===== config.mk =====
export PLATFORM = sky130hd
export DESIGN_NAME = reload_tmr_top
export DESIGN_NICKNAME = d
export VERILOG_FILES = /design/src/rtl/reload_tmr_pkg.sv /design/src/rtl/rt_pin_sync.sv /design/src/rtl/rt_count_core.sv /design/src/rtl/rt_ctrl_reg.sv /design/src/rtl/reload_tmr_top.sv
export SDC_FILE = /design/constraint.sdc
export NUM_CORES = 1
export LEC_CHECK = 0
export ABC_AREA = 0
export BUFFER_PORTS_ARGS = -buffer_cell sky130_fd_sc_hd__buf_2
export CORE_MARGIN = 5
export CORE_UTILIZATION = 45
export CTS_CLUSTER_SIZE = 30
export DETAILED_ROUTE_END_ITERATION = 8
export MAX_ROUTING_LAYER = met4
export PLACE_DENSITY = 0.66
export SYNTH_ARGS = -nofsm -noshare
export SYNTH_HDL_FRONTEND = slang
export SYNTH_SLANG_ARGS = --single-unit

===== constraint.sdc =====
create_clock -name clk -period 1.8 [get_ports clk]
set_input_delay 0.18 -clock clk [delete_from_list [all_inputs] [get_ports clk]]
set_output_delay 0.18 -clock clk [all_outputs]
set_load 0.03 [all_outputs]

===== src/rtl/reload_tmr_pkg.sv =====
package reload_tmr_pkg;

  // Control byte; member order fixes bit position, MSB first.
  typedef struct packed {
    logic gate;
    logic src_pin;
    logic ovf;
    logic run;
    logic x0_flag;
    logic x0_edge;
    logic x1_flag;
    logic x1_edge;
  } ctrl_t;

  localparam int CTRL_ADDR = 0;

endpackage


===== src/rtl/rt_pin_sync.sv =====
module rt_pin_sync #(
  parameter int N      = 3,
  parameter int STAGES = 2
) (
  input  logic         clk,
  input  logic         rst,
  input  logic [N-1:0] pin_a,
  output logic [N-1:0] pin_s
);

  // Pins idle high; reset to 1 so no false edge leaves reset.
  for (genvar g = 0; g < N; g++) begin : g_pin
    logic [STAGES-1:0] sh;
    always_ff @(posedge clk) begin
      if (rst) sh <= '1;
      else     sh <= {sh[STAGES-2:0], pin_a[g]};
    end
    assign pin_s[g] = sh[STAGES-1];
  end

endmodule


===== src/rtl/rt_count_core.sv =====
module rt_count_core #(
  parameter int CNT_W  = 16,
  parameter int DATA_W = 8,
  parameter int ADDR_W = 3
) (
  input  logic              clk,
  input  logic              rst,
  input  logic              mc_stb,
  input  logic              cnt_s,
  input  logic              gate_s,
  input  logic              run,
  input  logic              gate,
  input  logic              src_pin,
  input  logic              wr_en,
  input  logic [ADDR_W-1:0] wr_addr,
  input  logic [DATA_W-1:0] wr_data,
  output logic [CNT_W-1:0]  count_q,
  output logic [CNT_W-1:0]  reload_q,
  output logic              wrap
);

  localparam int NB = CNT_W / DATA_W;

  logic             smp_q;
  logic             tick;
  logic             enable;
  logic             cnt_wr;
  logic             step;
  logic [CNT_W-1:0] count_d;

  // Pin sampled once per machine cycle; count on a 1 then 0 sample pair.
  always_ff @(posedge clk) begin
    if (rst)         smp_q <= 1'b0;
    else if (mc_stb) smp_q <= cnt_s;
  end

  always_comb begin
    tick   = src_pin ? (mc_stb & smp_q & ~cnt_s) : mc_stb;
    enable = run & (~gate | gate_s);
    cnt_wr = wr_en && (wr_addr >= ADDR_W'(1)) && (wr_addr <= ADDR_W'(NB));
    step   = tick & enable & ~cnt_wr;
    wrap   = step & (&count_q);
  end

  always_comb begin
    count_d = count_q;
    if (cnt_wr) begin
      for (int b = 0; b < NB; b++)
        if (wr_addr == ADDR_W'(b + 1)) count_d[b*DATA_W +: DATA_W] = wr_data;
    end else if (step) begin
      count_d = wrap ? reload_q : count_q + CNT_W'(1);
    end
  end

  always_ff @(posedge clk) begin
    if (rst) count_q <= '0;
    else     count_q <= count_d;
  end

  logic [DATA_W-1:0] rld_b [NB];
  for (genvar gb = 0; gb < NB; gb++) begin : g_rld
    always_ff @(posedge clk) begin
      if (rst) rld_b[gb] <= '0;
      else if (wr_en && wr_addr == ADDR_W'(NB + 1 + gb)) rld_b[gb] <= wr_data;
    end
    assign reload_q[gb*DATA_W +: DATA_W] = rld_b[gb];
  end

endmodule


===== src/rtl/rt_ctrl_reg.sv =====
module rt_ctrl_reg
  import reload_tmr_pkg::*;
(
  input  logic       clk,
  input  logic       rst,
  input  logic       wr_ctrl,
  input  logic [7:0] wr_data,
  input  logic       wrap,
  input  logic       ack_tmr,
  input  logic       ack_x0,
  input  logic       ack_x1,
  input  logic       x0_s,
  input  logic       x1_s,
  output ctrl_t      ctrl_q
);

  logic  x0_prev, x1_prev;
  ctrl_t nxt;

  function automatic logic flag_next(input logic edge_mode, input logic cand,
                                     input logic ack, input logic fall,
                                     input logic lvl);
    logic f;
    if (!edge_mode) return ~lvl;
    f = cand;
    if (ack)  f = 1'b0;
    if (fall) f = 1'b1;
    return f;
  endfunction

  always_comb begin
    nxt = ctrl_q;
    if (wr_ctrl) nxt = ctrl_t'(wr_data);
    if (ack_tmr) nxt.ovf = 1'b0;
    if (wrap)    nxt.ovf = 1'b1;
    nxt.x0_flag = flag_next(ctrl_q.x0_edge, nxt.x0_flag, ack_x0, x0_prev & ~x0_s, x0_s);
    nxt.x1_flag = flag_next(ctrl_q.x1_edge, nxt.x1_flag, ack_x1, x1_prev & ~x1_s, x1_s);
  end

  always_ff @(posedge clk) begin
    if (rst) begin
      ctrl_q  <= '0;
      x0_prev <= 1'b1;
      x1_prev <= 1'b1;
    end else begin
      ctrl_q  <= nxt;
      x0_prev <= x0_s;
      x1_prev <= x1_s;
    end
  end

endmodule


===== src/rtl/reload_tmr_top.sv =====
module reload_tmr_top
  import reload_tmr_pkg::*;
#(
  parameter  int CNT_W       = 16,
  parameter  int DATA_W      = 8,
  parameter  int SYNC_STAGES = 2,
  localparam int NB          = CNT_W / DATA_W,
  localparam int ADDR_W      = $clog2(2 * NB + 1)
) (
  input  logic              clk,
  input  logic              rst,
  input  logic              mc_stb,
  input  logic              cnt_pin,
  input  logic              irq0_pin,
  input  logic              irq1_pin,
  input  logic              reg_wr,
  input  logic [ADDR_W-1:0] reg_addr,
  input  logic [DATA_W-1:0] reg_wdata,
  output logic [DATA_W-1:0] rd_data,
  input  logic              ack_tmr,
  input  logic              ack_x0,
  input  logic              ack_x1,
  output logic              ovf_flag,
  output logic              x0_req,
  output logic              x1_req
);

  logic [2:0]        pins_s;
  ctrl_t             ctrl_q;
  logic [CNT_W-1:0]  cnt_val;
  logic [CNT_W-1:0]  rld_val;
  logic              wrap_pulse;
  logic              wr_ctrl;
  logic [DATA_W-1:0] rd_next;

  rt_pin_sync #(.N(3), .STAGES(SYNC_STAGES)) sync_i (
    .clk   (clk),
    .rst   (rst),
    .pin_a ({irq1_pin, irq0_pin, cnt_pin}),
    .pin_s (pins_s)
  );

  rt_count_core #(.CNT_W(CNT_W), .DATA_W(DATA_W), .ADDR_W(ADDR_W)) core_i (
    .clk      (clk),
    .rst      (rst),
    .mc_stb   (mc_stb),
    .cnt_s    (pins_s[0]),
    .gate_s   (pins_s[1]),
    .run      (ctrl_q.run),
    .gate     (ctrl_q.gate),
    .src_pin  (ctrl_q.src_pin),
    .wr_en    (reg_wr),
    .wr_addr  (reg_addr),
    .wr_data  (reg_wdata),
    .count_q  (cnt_val),
    .reload_q (rld_val),
    .wrap     (wrap_pulse)
  );

  assign wr_ctrl = reg_wr && (reg_addr == ADDR_W'(CTRL_ADDR));

  rt_ctrl_reg ctrl_i (
    .clk     (clk),
    .rst     (rst),
    .wr_ctrl (wr_ctrl),
    .wr_data (reg_wdata[7:0]),
    .wrap    (wrap_pulse),
    .ack_tmr (ack_tmr),
    .ack_x0  (ack_x0),
    .ack_x1  (ack_x1),
    .x0_s    (pins_s[1]),
    .x1_s    (pins_s[2]),
    .ctrl_q  (ctrl_q)
  );

  always_comb begin
    rd_next = '0;
    if (reg_addr == ADDR_W'(CTRL_ADDR)) rd_next = DATA_W'(ctrl_q);
    for (int b = 0; b < NB; b++) begin
      if (reg_addr == ADDR_W'(b + 1))      rd_next = cnt_val[b*DATA_W +: DATA_W];
      if (reg_addr == ADDR_W'(NB + 1 + b)) rd_next = rld_val[b*DATA_W +: DATA_W];
    end
  end

  always_ff @(posedge clk) begin
    if (rst) rd_data <= '0;
    else     rd_data <= rd_next;
  end

  assign ovf_flag = ctrl_q.ovf;
  assign x0_req   = ctrl_q.x0_flag;
  assign x1_req   = ctrl_q.x1_flag;

endmodule


* Word-level counts from Yosys, hierarchy flattened
Memories as Yosys holds them, arrays and structs flattened.
Cells that the tools add are included.
** Storage, ports and cells
- Output and inout port bits :: 11
- Word-level logic and storage cells :: 86
- Memory bits (writable) :: 16
- Flip-flop bits (word level) :: 41
- Memories :: 1
** Memories
- core_i.rld_b :: words 2, bits a word 8, read ports 2, clocked after memory_dff 0, write ports 2, RTL line rt_count_core.sv:60 : logic [DATA_W-1:0] rld_b [NB];
** Operators by class
- Equal/unequal tests :: 8
- $lt $le $gt $ge :: 2
- Mux-type cells :: 30
- Add/sub/neg operators :: 1
- Reduce and logical (&&, ||, !) cells :: 11
- Bitwise gates (word level) :: 16
** Operator list (number)
- 8-bit 2-to-1 mux :: 9
- 16-bit 2-to-1 mux :: 3
- 1-bit 2-to-1 mux :: 17
- 16-bit by 1-bit adder with 16-bit output, second input constant :: 1
- 16-bit AND reduction :: 1
- 1-bit AND :: 8
- 4-bit by 3-bit != test with 1-bit output, second input constant :: 2
- 3-bit by 2-bit == test with 1-bit output, second input constant :: 2
- 6-bit 2-to-1 mux :: 1
- 1-bit logical AND :: 5
- 1-bit inverter :: 5
- 2-bit != test, second input constant :: 2
- 2-bit AND reduction :: 2
- 3-bit by 1-bit == test with 1-bit output, second input constant :: 1
- 3-bit == test, second input constant :: 1
- 3-bit by 1-bit greater-or-equal comparator with 1-bit output, second input constant :: 1
- 3-bit by 2-bit <= comparator with 1-bit output, second input constant :: 1
- 3-bit logical NOT :: 1
- 1-bit bitwise OR :: 3
- 3-bit nonzero test :: 1
- 2-bit nonzero test :: 1

* Depth between registers and ports, before layout
- Depth in word-level cells :: 9
- Gate-level depth with buffers :: 7

* Cells and area by module
From an unflattened synthesis, not the netlist that was laid out.
** Second synthesis, totals
- Cell total of the unflattened synthesis :: 321
- Area total of the unflattened synthesis :: 3130.5 um^2
** By module, submodules not included
- rt_count_core :: sequential area each 820.8 um^2, area an instance 2011.9 um^2, times used 1, cells each 205
- reload_tmr_top :: sequential area each 160.2 um^2, area an instance 539.3 um^2, times used 1, cells each 66
- rt_ctrl_reg :: sequential area each 200.2 um^2, area an instance 399.1 um^2, times used 1, cells each 35
- rt_pin_sync :: sequential area each 120.1 um^2, area an instance 180.2 um^2, times used 1, cells each 15

* Worst setup path before layout
OpenSTA, ideal clock, no wires.
- Kind :: flip-flop to flip-flop
- Start point :: register core_i.count_q[1]
- End point :: register core_i.count_q[3]
- Library setup time :: 0.132 ns
- Data arrival time :: 1.637 ns
- Stages on the path, launching flop included :: 8
- Path buffers :: 1
- Slack :: 0.031 ns
- Path through :: dfxtp_1 ha_1 nand3_2 nor2_2 and4_1 buf_4 mux2i_1 o22ai_1
** Between the ends
- Word-level cells in the longest chain between the ends :: 5
- Elaborated cells on any way between the ends :: 6
** RTL lines
- start: declaration :: RTL line rt_count_core.sv:17 : output logic [CNT_W-1:0] count_q,
- start signal: assignment :: RTL line rt_count_core.sv:57 : else count_q <= count_d;
- branches (longest 2 deep; another with 16-bit by 1-bit adder with 16-bit output)
- 16-bit 2-to-1 mux * :: RTL line rt_count_core.sv:51 : count_d = wrap ? reload_q : count_q + CNT_W'(1);
- 16-bit 2-to-1 mux * :: RTL line rt_count_core.sv:50 : end else if (step) begin
- 16-bit 2-to-1 mux * :: RTL line rt_count_core.sv:47 : if (cnt_wr) begin
Mark *: on every way between the ends. The select of a mux whose other input is x is not followed.
A chain may end at the register's enable or synchronous reset.

* Worst setup path in the final report
- Start point :: register sync_i.g_pin[0].sh[1]
- End point :: register core_i.count_q[14]
** Between the ends
- Word-level cells in the longest chain between the ends :: 9
- Elaborated cells on any way between the ends :: 11
** RTL lines
- start: declaration :: RTL line rt_pin_sync.sv:13 : logic [STAGES-1:0] sh;
- start signal: assignment :: RTL line rt_pin_sync.sv:16 : else sh <= {sh[STAGES-2:0], pin_a[g]};
- 1-bit inverter * :: RTL line rt_count_core.sv:38 : tick = src_pin ? (mc_stb & smp_q & ~cnt_s) : mc_stb;
- 1-bit AND * :: RTL line rt_count_core.sv:38
- 1-bit 2-to-1 mux * :: RTL line rt_count_core.sv:38
- 1-bit AND * (2 in series) :: RTL line rt_count_core.sv:41 : step = tick & enable & ~cnt_wr;
- 1-bit AND :: RTL line rt_count_core.sv:42 : wrap = step & (&count_q);
- 16-bit 2-to-1 mux :: RTL line rt_count_core.sv:51
- 16-bit 2-to-1 mux :: RTL line rt_count_core.sv:50
- 16-bit 2-to-1 mux :: RTL line rt_count_core.sv:47
Mark *: on every way between the ends. The rest lies on a longest branch, timed or not. The select of a mux whose other input is x is not followed.

==> impl_metrics.json <==
{
  "clkTransAtPathRegs_ns": 0.07,
  "grt_overflow": 0,
  "portBuffers": 31,
  "slowest_stage": "a221o_1",
  "synth-edff-count": 16,
  "htreeDepth": 3,
  "grt_setup_unrepaired": "yes",
  "yosys_most_used_dff": "dfxtp_1",
  "fillers": 587,
  "area_delta_synth_final_pct": 25.7,
  "syn_inst": 311,
  "p_per_area_nw_per_um2": 842,
  "max_stage_delay_ns": 0.38,
  "design.final.nets": 396,
  "setup_viol": 0,
  "avgSynthCellArea_um2": 9.32,
  "hold_path.class": "in -> reg",
  "clk_latency_ns": 0.35,
  "min_period_ns": 1.75,
  "fmax_mhz": 571,
  "crit_family": "compound AO/OA/AOI/OAI gates",
  "grt_pass1_wl_um": 13800,
  "dieArea_um2": 8150,
  "yosysUniqueCellTypes": 55,
  "clock_power_share": 0.447,
  "vdd.ir_drop.worst_v": 0.000724,
  "drv_cap": 0,
  "hold_ws_ns": 0.0159,
  "arrival_ns": 2.00,
  "finalNonFillerCells": 456,
  "synth_area_um2": 2900,
  "routed_wl_um": 8480,
  "status": "complete, no violations",
  "avgViaCountPerCell": 5.96,
  "grt_max_degree": 33,
  "fin_tns_setup_ns": 0,
  "path_max_fanout": 5,
  "p_seq_frac": 0.461,
  "endpoint_kind": "flop",
  "cts_buffers": 9,
  "placed_cells": 439,
  "antenna_found_initial": 0,
  "grt_pass1_vias": 2616,
  "start_kind": "flop",
  "clock_path_buffers": 2,
  "first_iter_violations": 188,
  "synth_seq_cells": 57,
  "p_sw_w": 0.000726,
  "dr.pass1.iters": 5,
  "dpl.hpwl_um": 6210,
  "syn-num-nets": 333,
  "rows": 29,
  "required_ns": 2.05,
  "p_sw_frac": 0.236,
  "finClkSkew_ns": 0.00979,
  "cts_tree": "done",
  "cts.sinks": 57,
  "drc": 0,
  "root_buffer": "clkbuf_8",
  "hold_viol": 0,
  "drtAntennaViolNets": 0,
  "start_util": 0.459,
  "cp_num_buf_inv": 0,
  "p_int_w": 0.00234,
  "die_w_um": 90.3,
  "seq_area_frac_synth": 0.449,
  "worst_slew_pin_slew_ns": 1.05,
  "yosys_warnings": 0,
  "finalMaxSlewViolations": 0,
  "path_class": "reg -> reg",
  "ios": 32,
  "track_usage": 0.220,
  "maxSlewHeadroom": 0.291,
  "vias": 2720,
  "diodes": 0,
  "layout-drive-gt1-share": 0.303,
  "p_leak_nw": 1.40,
  "cp_cell_sequence": "nand2b_4 -> a221o_1 -> o311a_1 -> or3_1 -> a311oi_2",
  "core_area_um2": 6310,
  "wl_per_cell_um": 18.6,
  "gp_congestion": 0.894,
  "die_h_um": 90.3,
  "p_comb_frac": 0.092,
  "async_flop_share": 0,
  "post-route-period-util": 0.972
}
[stage by stage]
step	total power [W]	utilization	area [um^2]	setup WS [ns]
finish	0.00307	0.577	3640	0.0495
global route	0.00318	0.577	3640	-0.0350
CTS	0.00308	0.567	3580	-0.000561
detailed placement	0.00171	0.531	3350	0.0234
global placement	0.00171	0.531	3350	0.0544
floorplan	0.00159	-	2900	0.0312
[Yosys cell counts (4+ instances only)]
master | count | area, um^2
dfxtp_1 | 41 | 821
nand2_1 | 33 | 124
nor2_1 | 24 | 90.1
a21oi_1 | 18 | 90.1
and2_1 | 16 | 100
edfxtp_1 | 16 | 480
mux2i_1 | 13 | 130
nor3_1 | 10 | 50.1
o22ai_1 | 10 | 62.6
or2_2 | 9 | 56.3
clkbuf_1 | 8 | 30.0
inv_1 | 8 | 30.0
nand3_1 | 6 | 30.0
xor2_1 | 6 | 52.6
a211oi_1 | 5 | 37.5
a221oi_1 | 5 | 43.8
a31oi_1 | 5 | 31.3
a32oi_1 | 5 | 43.8
a21o_1 | 4 | 30.0
a22oi_1 | 4 | 30.0
and3_1 | 4 | 25.0
nand2b_1 | 4 | 25.0
o21ai_0 | 4 | 20.0
or3_1 | 4 | 25.0
xnor2_1 | 4 | 35.0
[sequential cells by signal (all words and copies together), names as in the netlist]
| register | count |
|---|---|
| core_i.count_q | 16 |
| core_i.rld_b | 16 |
| core_i.smp_q | 1 |
| ctrl_i.ctrl_q | 8 |
| ctrl_i.x0_prev | 1 |
| ctrl_i.x1_prev | 1 |
| rd_data | 8 |
| sync_i.g_pin.sh | 6 |
[layout by cell type, fill, tap and decap left out, types with 10 or more instances in the layout]
cell type / instances
buf_2: 31
nand2_1: 33
a21oi_1: 17
nor3_1: 10
and2_1: 16
edfxtp_1: 16
o22ai_1: 10
clkbuf_8: 11
mux2i_1: 12
buf_4: 33
dfxtp_1: 38
nor2_1: 23
[worst reg2reg max path, cell delays in order, from the launching register on]
cell,delay (ns)
dfxtp_2,0.32
nand2b_4,0.12
a221o_1,0.38
o311a_1,0.31
or3_1,0.32
a311oi_2,0.20
[repair_timing]
action / in CTS / in global routing
setup buffers: 0 / 1
setup endpoints to repair: 1 / 14
hold buffers: 0 / 0
pin swaps: 0 / 3
resized for setup: 0 / 16
[worst paths after layout]
| path | start | to | slack [ns] | depth (start not counted) |
|---|---|---|---|---|
| worst min register to register | sync_i.g_pin[1].sh[0] | sync_i.g_pin[1].sh[1] | 0.42 | 1 |
| worst min-delay path | cnt_pin | sync_i.g_pin[0].sh[0] | 0.02 | 2 |
| worst max-delay path | sync_i.g_pin[0].sh[1] | core_i.count_q[14] | 0.05 | 5 |
| worst max register to register | sync_i.g_pin[0].sh[1] | core_i.count_q[14] | 0.05 | 5 |
[power groups by stage]
stage,clock (W),combinational [W],sequential [W]
6_report,0.00137,0.000283,0.00141
4_1_cts,0.00139,0.000273,0.00141
5_1_grt,0.00146,0.000307,0.00142
2_1_floorplan,0,0.000141,0.00145
3_5_place_dp,0,0.000271,0.00144
3_3_place_gp,0,0.000269,0.00144
[cell families after synthesis]
group / share of synthesized area
simple gates: 0.229
flops: 0.449
fa+ha+maj: 0.00432
buf+inv: 0.0350
xor+xnor: 0.0302
compound gates: 0.181
mux: 0.0721
[per-layer routing]
metal,vias to the layer above,global-route usage,wire (um)
li1,1278,-,-
met1,1307,0.281,3640
met2,109,0.340,4030
met3,26,0.0525,558
met4,0,0.0794,256
met5,-,-,0
[cell type report]
| type | instances | area [um^2] | share of cell area |
|---|---|---|---|
| Clock buffer | 12 | 155 | 0.0426 |
| Tap cell | 77 | 96.3 | 0.0264 |
| Timing Repair Buffer | 66 | 434 | 0.119 |
| Clock inverter | 4 | 75.1 | 0.0206 |
| Multi-Input combinational cell | 231 | 1550 | 0.424 |
| Sequential cell | 57 | 1310 | 0.358 |
| Inverter | 9 | 33.8 | 0.00927 |
Power figures use the tool's default switching activity.
